### src/rtl/rxbrk_pkg.sv
package rxbrk_pkg;
  typedef enum logic [2:0] {
    S_IDLE, S_START, S_DATA, S_PAR, S_STOP, S_BRKW, S_REARM
  } rx_state_e;

  localparam logic [1:0] PAR_NONE = 2'd0;
  localparam logic [1:0] PAR_EVEN = 2'd1;
  localparam logic [1:0] PAR_ODD  = 2'd2;
endpackage

### src/rtl/rxbrk_sync.sv
module rxbrk_sync #(
  parameter int STAGES = 2
) (
  input  logic clk,
  input  logic rst_n,
  input  logic d_async,
  output logic d_sync
);
  logic [STAGES-1:0] ff_q;

  generate
    for (genvar g = 0; g < STAGES; g++) begin : g_stage
      if (g == 0) begin : g_first
        always_ff @(posedge clk or negedge rst_n)
          if (!rst_n) ff_q[g] <= 1'b1;
          else        ff_q[g] <= d_async;
      end else begin : g_next
        always_ff @(posedge clk or negedge rst_n)
          if (!rst_n) ff_q[g] <= 1'b1;
          else        ff_q[g] <= ff_q[g-1];
      end
    end
  endgenerate

  assign d_sync = ff_q[STAGES-1];
endmodule

### src/rtl/rxbrk_ctrl.sv
module rxbrk_ctrl
  import rxbrk_pkg::*;
#(
  parameter int OS_RATE = 16,
  parameter int DATA_W  = 8,
  localparam int IW     = $clog2(DATA_W + 3)
) (
  input  logic          clk,
  input  logic          rst_n,
  input  logic          os_tick,
  input  logic          rx,
  input  logic [1:0]    par_mode,
  input  logic [1:0]    len_sel,
  input  logic          all_low,
  output logic          go_start,
  output logic          smp_bit,
  output logic [IW-1:0] bit_idx,
  output logic          smp_par,
  output logic          smp_stop,
  output logic          brk_done
);
  localparam int CW   = $clog2(OS_RATE);
  localparam int HALF = OS_RATE / 2;

  rx_state_e       st_q, st_d;
  logic [CW-1:0]   cnt_q, cnt_d;
  logic [IW-1:0]   idx_q, idx_d;
  logic [IW-1:0]   nbits, frame_last;
  logic            par_en, cnt_end, half_end;

  assign par_en     = (par_mode == PAR_EVEN) || (par_mode == PAR_ODD);
  assign nbits      = IW'(DATA_W - 3) + IW'(len_sel);
  assign frame_last = nbits + (par_en ? IW'(2) : IW'(1));
  assign cnt_end    = (cnt_q == CW'(OS_RATE - 1));
  assign half_end   = (cnt_q == CW'(HALF - 1));
  assign bit_idx    = idx_q;

  always_comb begin
    st_d     = st_q;
    cnt_d    = cnt_q;
    idx_d    = idx_q;
    go_start = 1'b0;
    smp_bit  = 1'b0;
    smp_par  = 1'b0;
    smp_stop = 1'b0;
    brk_done = 1'b0;
    if (os_tick) begin
      unique case (st_q)
        S_IDLE: if (!rx) begin
          st_d  = S_START;
          cnt_d = '0;
        end
        S_START: if (half_end) begin
          cnt_d = '0;
          if (rx) st_d = S_IDLE;
          else begin
            st_d     = S_DATA;
            idx_d    = '0;
            go_start = 1'b1;
          end
        end else cnt_d = cnt_q + CW'(1);
        S_DATA: if (cnt_end) begin
          cnt_d   = '0;
          smp_bit = 1'b1;
          if (idx_q == nbits - IW'(1)) st_d = par_en ? S_PAR : S_STOP;
          else                         idx_d = idx_q + IW'(1);
        end else cnt_d = cnt_q + CW'(1);
        S_PAR: if (cnt_end) begin
          cnt_d   = '0;
          smp_par = 1'b1;
          st_d    = S_STOP;
        end else cnt_d = cnt_q + CW'(1);
        S_STOP: if (cnt_end) begin
          cnt_d    = '0;
          idx_d    = '0;
          smp_stop = 1'b1;
          if (rx)           st_d = S_IDLE;
          else if (all_low) st_d = S_REARM;
          else              st_d = S_BRKW;
        end else cnt_d = cnt_q + CW'(1);
        S_BRKW: if (rx) st_d = S_IDLE;
        else if (cnt_end) begin
          cnt_d = '0;
          if (idx_q == frame_last) begin
            brk_done = 1'b1;
            st_d     = S_REARM;
          end else idx_d = idx_q + IW'(1);
        end else cnt_d = cnt_q + CW'(1);
        S_REARM: if (!rx)     cnt_d = '0;
        else if (half_end)    st_d  = S_IDLE;
        else                  cnt_d = cnt_q + CW'(1);
        default: st_d = S_IDLE;
      endcase
    end
  end

  always_ff @(posedge clk or negedge rst_n) begin
    if (!rst_n) begin
      st_q  <= S_IDLE;
      cnt_q <= '0;
      idx_q <= '0;
    end else begin
      st_q  <= st_d;
      cnt_q <= cnt_d;
      idx_q <= idx_d;
    end
  end
endmodule

### src/rtl/rxbrk_dpath.sv
module rxbrk_dpath
  import rxbrk_pkg::*;
#(
  parameter int DATA_W = 8,
  localparam int IW    = $clog2(DATA_W + 3)
) (
  input  logic              clk,
  input  logic              rst_n,
  input  logic              rx,
  input  logic [1:0]        par_mode,
  input  logic              go_start,
  input  logic              smp_bit,
  input  logic [IW-1:0]     bit_idx,
  input  logic              smp_par,
  input  logic              smp_stop,
  input  logic              brk_done,
  output logic              all_low,
  output logic              char_vld,
  output logic [DATA_W-1:0] char_data,
  output logic              char_perr,
  output logic              char_ferr,
  output logic              char_brk
);
  logic [DATA_W-1:0] sh_q, sh_d, dat_q, dat_d;
  logic acc_q, acc_d, pe_q, pe_d, low_q, low_d;
  logic vld_d, perr_d, ferr_d, brk_d;
  logic perr_q, ferr_q, brk_q, vld_q;

  always_comb begin
    sh_d   = sh_q;
    acc_d  = acc_q;
    pe_d   = pe_q;
    low_d  = low_q;
    vld_d  = 1'b0;
    dat_d  = dat_q;
    perr_d = perr_q;
    ferr_d = ferr_q;
    brk_d  = brk_q;
    if (go_start) begin
      sh_d  = '0;
      acc_d = 1'b0;
      pe_d  = 1'b0;
      low_d = 1'b1;
    end
    if (smp_bit) begin
      for (int i = 0; i < DATA_W; i++)
        if (IW'(i) == bit_idx) sh_d[i] = rx;
      acc_d = acc_q ^ rx;
      if (rx) low_d = 1'b0;
    end
    if (smp_par) begin
      pe_d = (par_mode == PAR_ODD) ? ~(acc_q ^ rx) : (acc_q ^ rx);
      if (rx) low_d = 1'b0;
    end
    if (smp_stop) begin
      vld_d = 1'b1;
      if (!rx && low_q) begin
        dat_d = '0; perr_d = 1'b0; ferr_d = 1'b0; brk_d = 1'b1;
      end else begin
        dat_d = sh_q; perr_d = pe_q; ferr_d = ~rx; brk_d = 1'b0;
      end
    end
    if (brk_done) begin
      vld_d = 1'b1;
      dat_d = '0; perr_d = 1'b0; ferr_d = 1'b0; brk_d = 1'b1;
    end
  end

  always_ff @(posedge clk or negedge rst_n) begin
    if (!rst_n) begin
      sh_q <= '0; acc_q <= 1'b0; pe_q <= 1'b0; low_q <= 1'b0;
      vld_q <= 1'b0; dat_q <= '0; perr_q <= 1'b0; ferr_q <= 1'b0; brk_q <= 1'b0;
    end else begin
      sh_q <= sh_d; acc_q <= acc_d; pe_q <= pe_d; low_q <= low_d;
      vld_q <= vld_d; dat_q <= dat_d; perr_q <= perr_d; ferr_q <= ferr_d; brk_q <= brk_d;
    end
  end

  assign all_low   = low_q;
  assign char_vld  = vld_q;
  assign char_data = dat_q;
  assign char_perr = perr_q;
  assign char_ferr = ferr_q;
  assign char_brk  = brk_q;
endmodule

### src/rtl/serial_rx_break.sv
module serial_rx_break #(
  parameter int OS_RATE     = 16,
  parameter int DATA_W      = 8,
  parameter int SYNC_STAGES = 2
) (
  input  logic              clk,
  input  logic              rst_n,
  input  logic              os_tick,
  input  logic              rx_line,
  input  logic [1:0]        par_mode,
  input  logic [1:0]        len_sel,
  output logic              char_vld,
  output logic [DATA_W-1:0] char_data,
  output logic              char_perr,
  output logic              char_ferr,
  output logic              char_brk
);
  localparam int IW = $clog2(DATA_W + 3);

  logic          rx_s, all_low, go_start, smp_bit, smp_par, smp_stop, brk_done;
  logic [IW-1:0] bit_idx;

  rxbrk_sync #(.STAGES(SYNC_STAGES)) u_sync (
    .clk(clk), .rst_n(rst_n), .d_async(rx_line), .d_sync(rx_s)
  );

  rxbrk_ctrl #(.OS_RATE(OS_RATE), .DATA_W(DATA_W)) u_ctrl (
    .clk(clk), .rst_n(rst_n), .os_tick(os_tick), .rx(rx_s),
    .par_mode(par_mode), .len_sel(len_sel), .all_low(all_low),
    .go_start(go_start), .smp_bit(smp_bit), .bit_idx(bit_idx),
    .smp_par(smp_par), .smp_stop(smp_stop), .brk_done(brk_done)
  );

  rxbrk_dpath #(.DATA_W(DATA_W)) u_dpath (
    .clk(clk), .rst_n(rst_n), .rx(rx_s), .par_mode(par_mode),
    .go_start(go_start), .smp_bit(smp_bit), .bit_idx(bit_idx),
    .smp_par(smp_par), .smp_stop(smp_stop), .brk_done(brk_done),
    .all_low(all_low), .char_vld(char_vld), .char_data(char_data),
    .char_perr(char_perr), .char_ferr(char_ferr), .char_brk(char_brk)
  );
endmodule

### config.mk
export PLATFORM = sky130hd
export DESIGN_NAME = serial_rx_break
export DESIGN_NICKNAME = d
export VERILOG_FILES = /design/src/rtl/rxbrk_pkg.sv /design/src/rtl/rxbrk_sync.sv /design/src/rtl/rxbrk_ctrl.sv /design/src/rtl/rxbrk_dpath.sv /design/src/rtl/serial_rx_break.sv
export SDC_FILE = /design/constraint.sdc
export NUM_CORES = 1
export LEC_CHECK = 0
export BUFFER_PORTS_ARGS = -buffer_cell sky130_fd_sc_hd__buf_2
export CAP_MARGIN = 40
export CELL_PAD_IN_SITES_DETAIL_PLACEMENT = 0
export CELL_PAD_IN_SITES_GLOBAL_PLACEMENT = 2
export CORE_MARGIN = 4
export CORE_UTILIZATION = 33
export CTS_BUF_LIST = sky130_fd_sc_hd__clkbuf_8
export DETAILED_ROUTE_END_ITERATION = 6
export PLACE_DENSITY_LB_ADDON = 0.1
export SETUP_SLACK_MARGIN = 0.4
export SLEW_MARGIN = 10
export SYNTH_ARGS = -nofsm -noshare
export SYNTH_HDL_FRONTEND = slang
export SYNTH_HIERARCHICAL = 1
export SYNTH_SLANG_ARGS = --single-unit
### constraint.sdc
create_clock -name clk -period 3 [get_ports clk]
set_input_delay 0.15 -clock clk [delete_from_list [all_inputs] [get_ports clk]]
set_output_delay 0.15 -clock clk [all_outputs]
set_load 0.02 [all_outputs]
==> flow_summary.json <==
{
  "grt_pass1_vias": 1738,
  "drive_above_1_share_pct": 21.2,
  "synth_fp_nets": 231,
  "clk_path_buf_depth": 2,
  "hold_viol": 0,
  "pin_count": 20,
  "fin_crit_ns": 2.38,
  "relSlewSlack_pct": 58.3,
  "cts.root.buffer_cell": "clkbuf_8",
  "cp_max_fo": 16,
  "drtIter0Drc": 87,
  "dr.pass1.iters": 4,
  "wire_per_inst_um": 15.5,
  "via_count": 1753,
  "rsz0062_at_grt": "false",
  "io_buffers": 19,
  "yosys-top-cells-area": "dfrtp_1 40%, a22o_1 4.1%, nor2b_1 3.5%",
  "end_kind": "flip-flop",
  "cp_data_arrival_time_ns": 2.59,
  "cap_violations": 0,
  "drcViolationCount": 0,
  "netlist_instances": 219,
  "die_y_um": 88.4,
  "initial_core_util_pct": 33.7,
  "async_flop_share_pct": 100,
  "post-route-period-util_pct": 79.4,
  "post-place-ws_ns": 0.365,
  "synth_ff_type": "dfrtp_1",
  "fillCellCount": 661,
  "synth-edff-count": 0,
  "core_area_um2": 6310,
  "leakagePower_uw": 0.00113,
  "synth.most_common_cell": "dfrtp_1",
  "fin_hold_ws_ns": 0.215,
  "num-nets-final": 261,
  "finalMaxSlewViolations": 0,
  "fmax_mhz": 420,
  "power_density_nw_per_um2": 525,
  "fp-row-count": 29,
  "yosysTopAreaCell": "dfrtp_1",
  "cts_setup_buffers": 0,
  "critPathLaunchType": "flip-flop",
  "place_congestion": 0.773,
  "cts_hold_buf": 2,
  "finClkSkew_ns": 0.00288,
  "synth_top_area_share_pct": 39.9,
  "setup_viol": 0,
  "synth_commonest_cells": "34 x dfrtp_1, 16 x nor2_1, 15 x o21ai_0, 12 x a21oi_1, 12 x nor2b_1",
  "ant_nets": 0,
  "dp_hpwl_um": 3650,
  "grtUsageTotal_pct": 14.5,
  "cts_inserted_buffers": 5,
  "viasPerCell": 5.36,
  "yosysWarnings": 6,
  "diodes": 0,
  "synth_area_per_cell_um2": 9.73,
  "grt_max_degree": 34,
  "clk_pin_slew_ns": 0.08,
  "gr-total-overflow": 0,
  "h-tree-depth": 2,
  "status": "complete, no violations",
  "cts_tree": "built",
  "worst_pin_slew_ns": 0.625,
  "fin_ws_ns": 0.618,
  "area_growth_syn_to_layout_pct": 16.6,
  "wirelength_um": 5070,
  "hold_class": "input port to asynchronous set/reset pin",
  "yosysUniqueCellTypes": 52,
  "path_class": "flip-flop to flip-flop",
  "synth.ff_latch_count": 36,
  "synth_seq_area_share_pct": 42.4,
  "clock_latency_ns": 0.28,
  "synthesis.area_um2": 2130,
  "cts.sinks": 36,
  "fin_setup_tns_ns": 0,
  "required_ns": 3.21,
  "die_x_um": 88.4,
  "post_cts_resized": 0,
  "grt_pass1_wl_um": 8790,
  "dieArea_um2": 7810,
  "peakVddDrop_v": 0.000293,
  "antenna_found_initial": 0
}
==> report_power, final <==
part | internal [µW] | switching, µW | leakage (µW)
clock network | 183 | 178 | 0.0000486
logic | 150 | 158 | 0.000606
registers | 545 | 88.0 | 0.000475
==> state kept, by name, summed over array words and instances, names as in the netlist <==
register           count
u_dpath/char_brk       1
u_dpath/all_low        1
u_ctrl/st_q            3
u_dpath/char_vld       1
u_ctrl/cnt_q           4
u_dpath/pe_q           1
u_ctrl/bit_idx         4
u_dpath/sh_q           8
u_dpath/char_ferr      1
u_sync/d_sync          1
u_dpath/acc_q          1
u_dpath/char_data      8
u_sync/ff_q            1
u_dpath/char_perr      1
==> routing by layer <==
layer / wire length (µm) / global-route usage (%) / up-vias / share of wire, %
met4: 51 / 4.53 / 0 / 1.0
met5: 0 / 0 / - / 0
met3: 154 / 3.07 / 4 / 3.0
met2: 2390 / 23.0 / 30 / 47
met1: 2470 / 19.8 / 847 / 49
li1: - / - / 872 / -
==> final cells by class <==
cell class	instances	area, µm²	area share (%)
Timing Repair Buffer	31	203	8.16
Inverter	9	33.8	1.36
Clock buffer	6	82.6	3.32
Tap cell	77	96.3	3.88
Sequential cell	36	903	36.4
Clock inverter	2	11.3	0.453
Multi-Input combinational cell	166	1150	46.4
==> critical path, stage by stage (launching register included) <==
cell	delay, ns
dfrtp_1	0.55
and4b_1	0.28
mux2i_1	0.29
a21oi_1	0.12
a211o_1	0.39
or4_1	0.52
a21oi_1	0.16
==> path summary, 6_finish.rpt <==
check	startpoint	endpoint	slack, ns	depth (start not counted)
min in group clk	par_mode[0]	u_dpath/pe_q	0.23	4
setup / recovery	u_ctrl/bit_idx[0]	u_ctrl/bit_idx[3]	0.62	6
hold / removal	rst_n	u_ctrl/st_q[2]	0.21	2
hold reg to reg	u_sync/ff_q[0]	u_sync/d_sync	0.36	0
setup reg to reg	u_ctrl/bit_idx[0]	u_ctrl/bit_idx[3]	0.62	6
max in group asynchronous	rst_n	u_sync/d_sync	2.32	3
==> placed cells by master (no fill, tap or decap), types with 2 or more instances in the layout <==
cell type	Yosys	final
a211o_1	2	2
a21oi_1	12	12
a22o_1	10	10
buf_2	0	19
buf_4	2	9
clkbuf_8	0	6
dfrtp_1	34	34
dfstp_2	2	2
dlygate4sd3_1	0	2
ha_1	4	4
inv_1	9	10
mux2_2	4	4
mux2_4	3	3
mux2i_1	3	3
nand2_1	10	10
nand2b_1	5	5
nand3_1	11	11
nand3b_1	4	4
nor2_1	16	16
nor2b_1	12	12
nor3_1	7	6
nor3b_1	2	2
nor3b_4	2	2
o211ai_1	4	4
o21a_1	2	2
o21ai_0	15	15
o21ai_1	2	2
o31ai_1	6	6
xnor2_1	3	3
xor2_1	4	4
==> cells by family after synthesis <==
logic type | after synthesis | share of synthesized area (%)
xor+xnor | 7 | 2.88
fa+ha+maj | 4 | 2.35
mux | 10 | 5.64
flops | 36 | 42.4
simple gates | 80 | 22.0
compound gates | 65 | 21.1
buf+inv | 17 | 3.70
==> stage by stage <==
step	power (µW)	cells	utilization [%]	cell area [µm²]
3_5_place_dp	950	317	37.5	2370
5_1_grt	1400	327	39.3	2480
2_1_floorplan	849	219	-	2140
6_report	1300	327	39.3	2480
3_3_place_gp	951	316	37.2	2350
4_1_cts	1330	327	39.3	2480
Power figures use the tool's default switching activity.
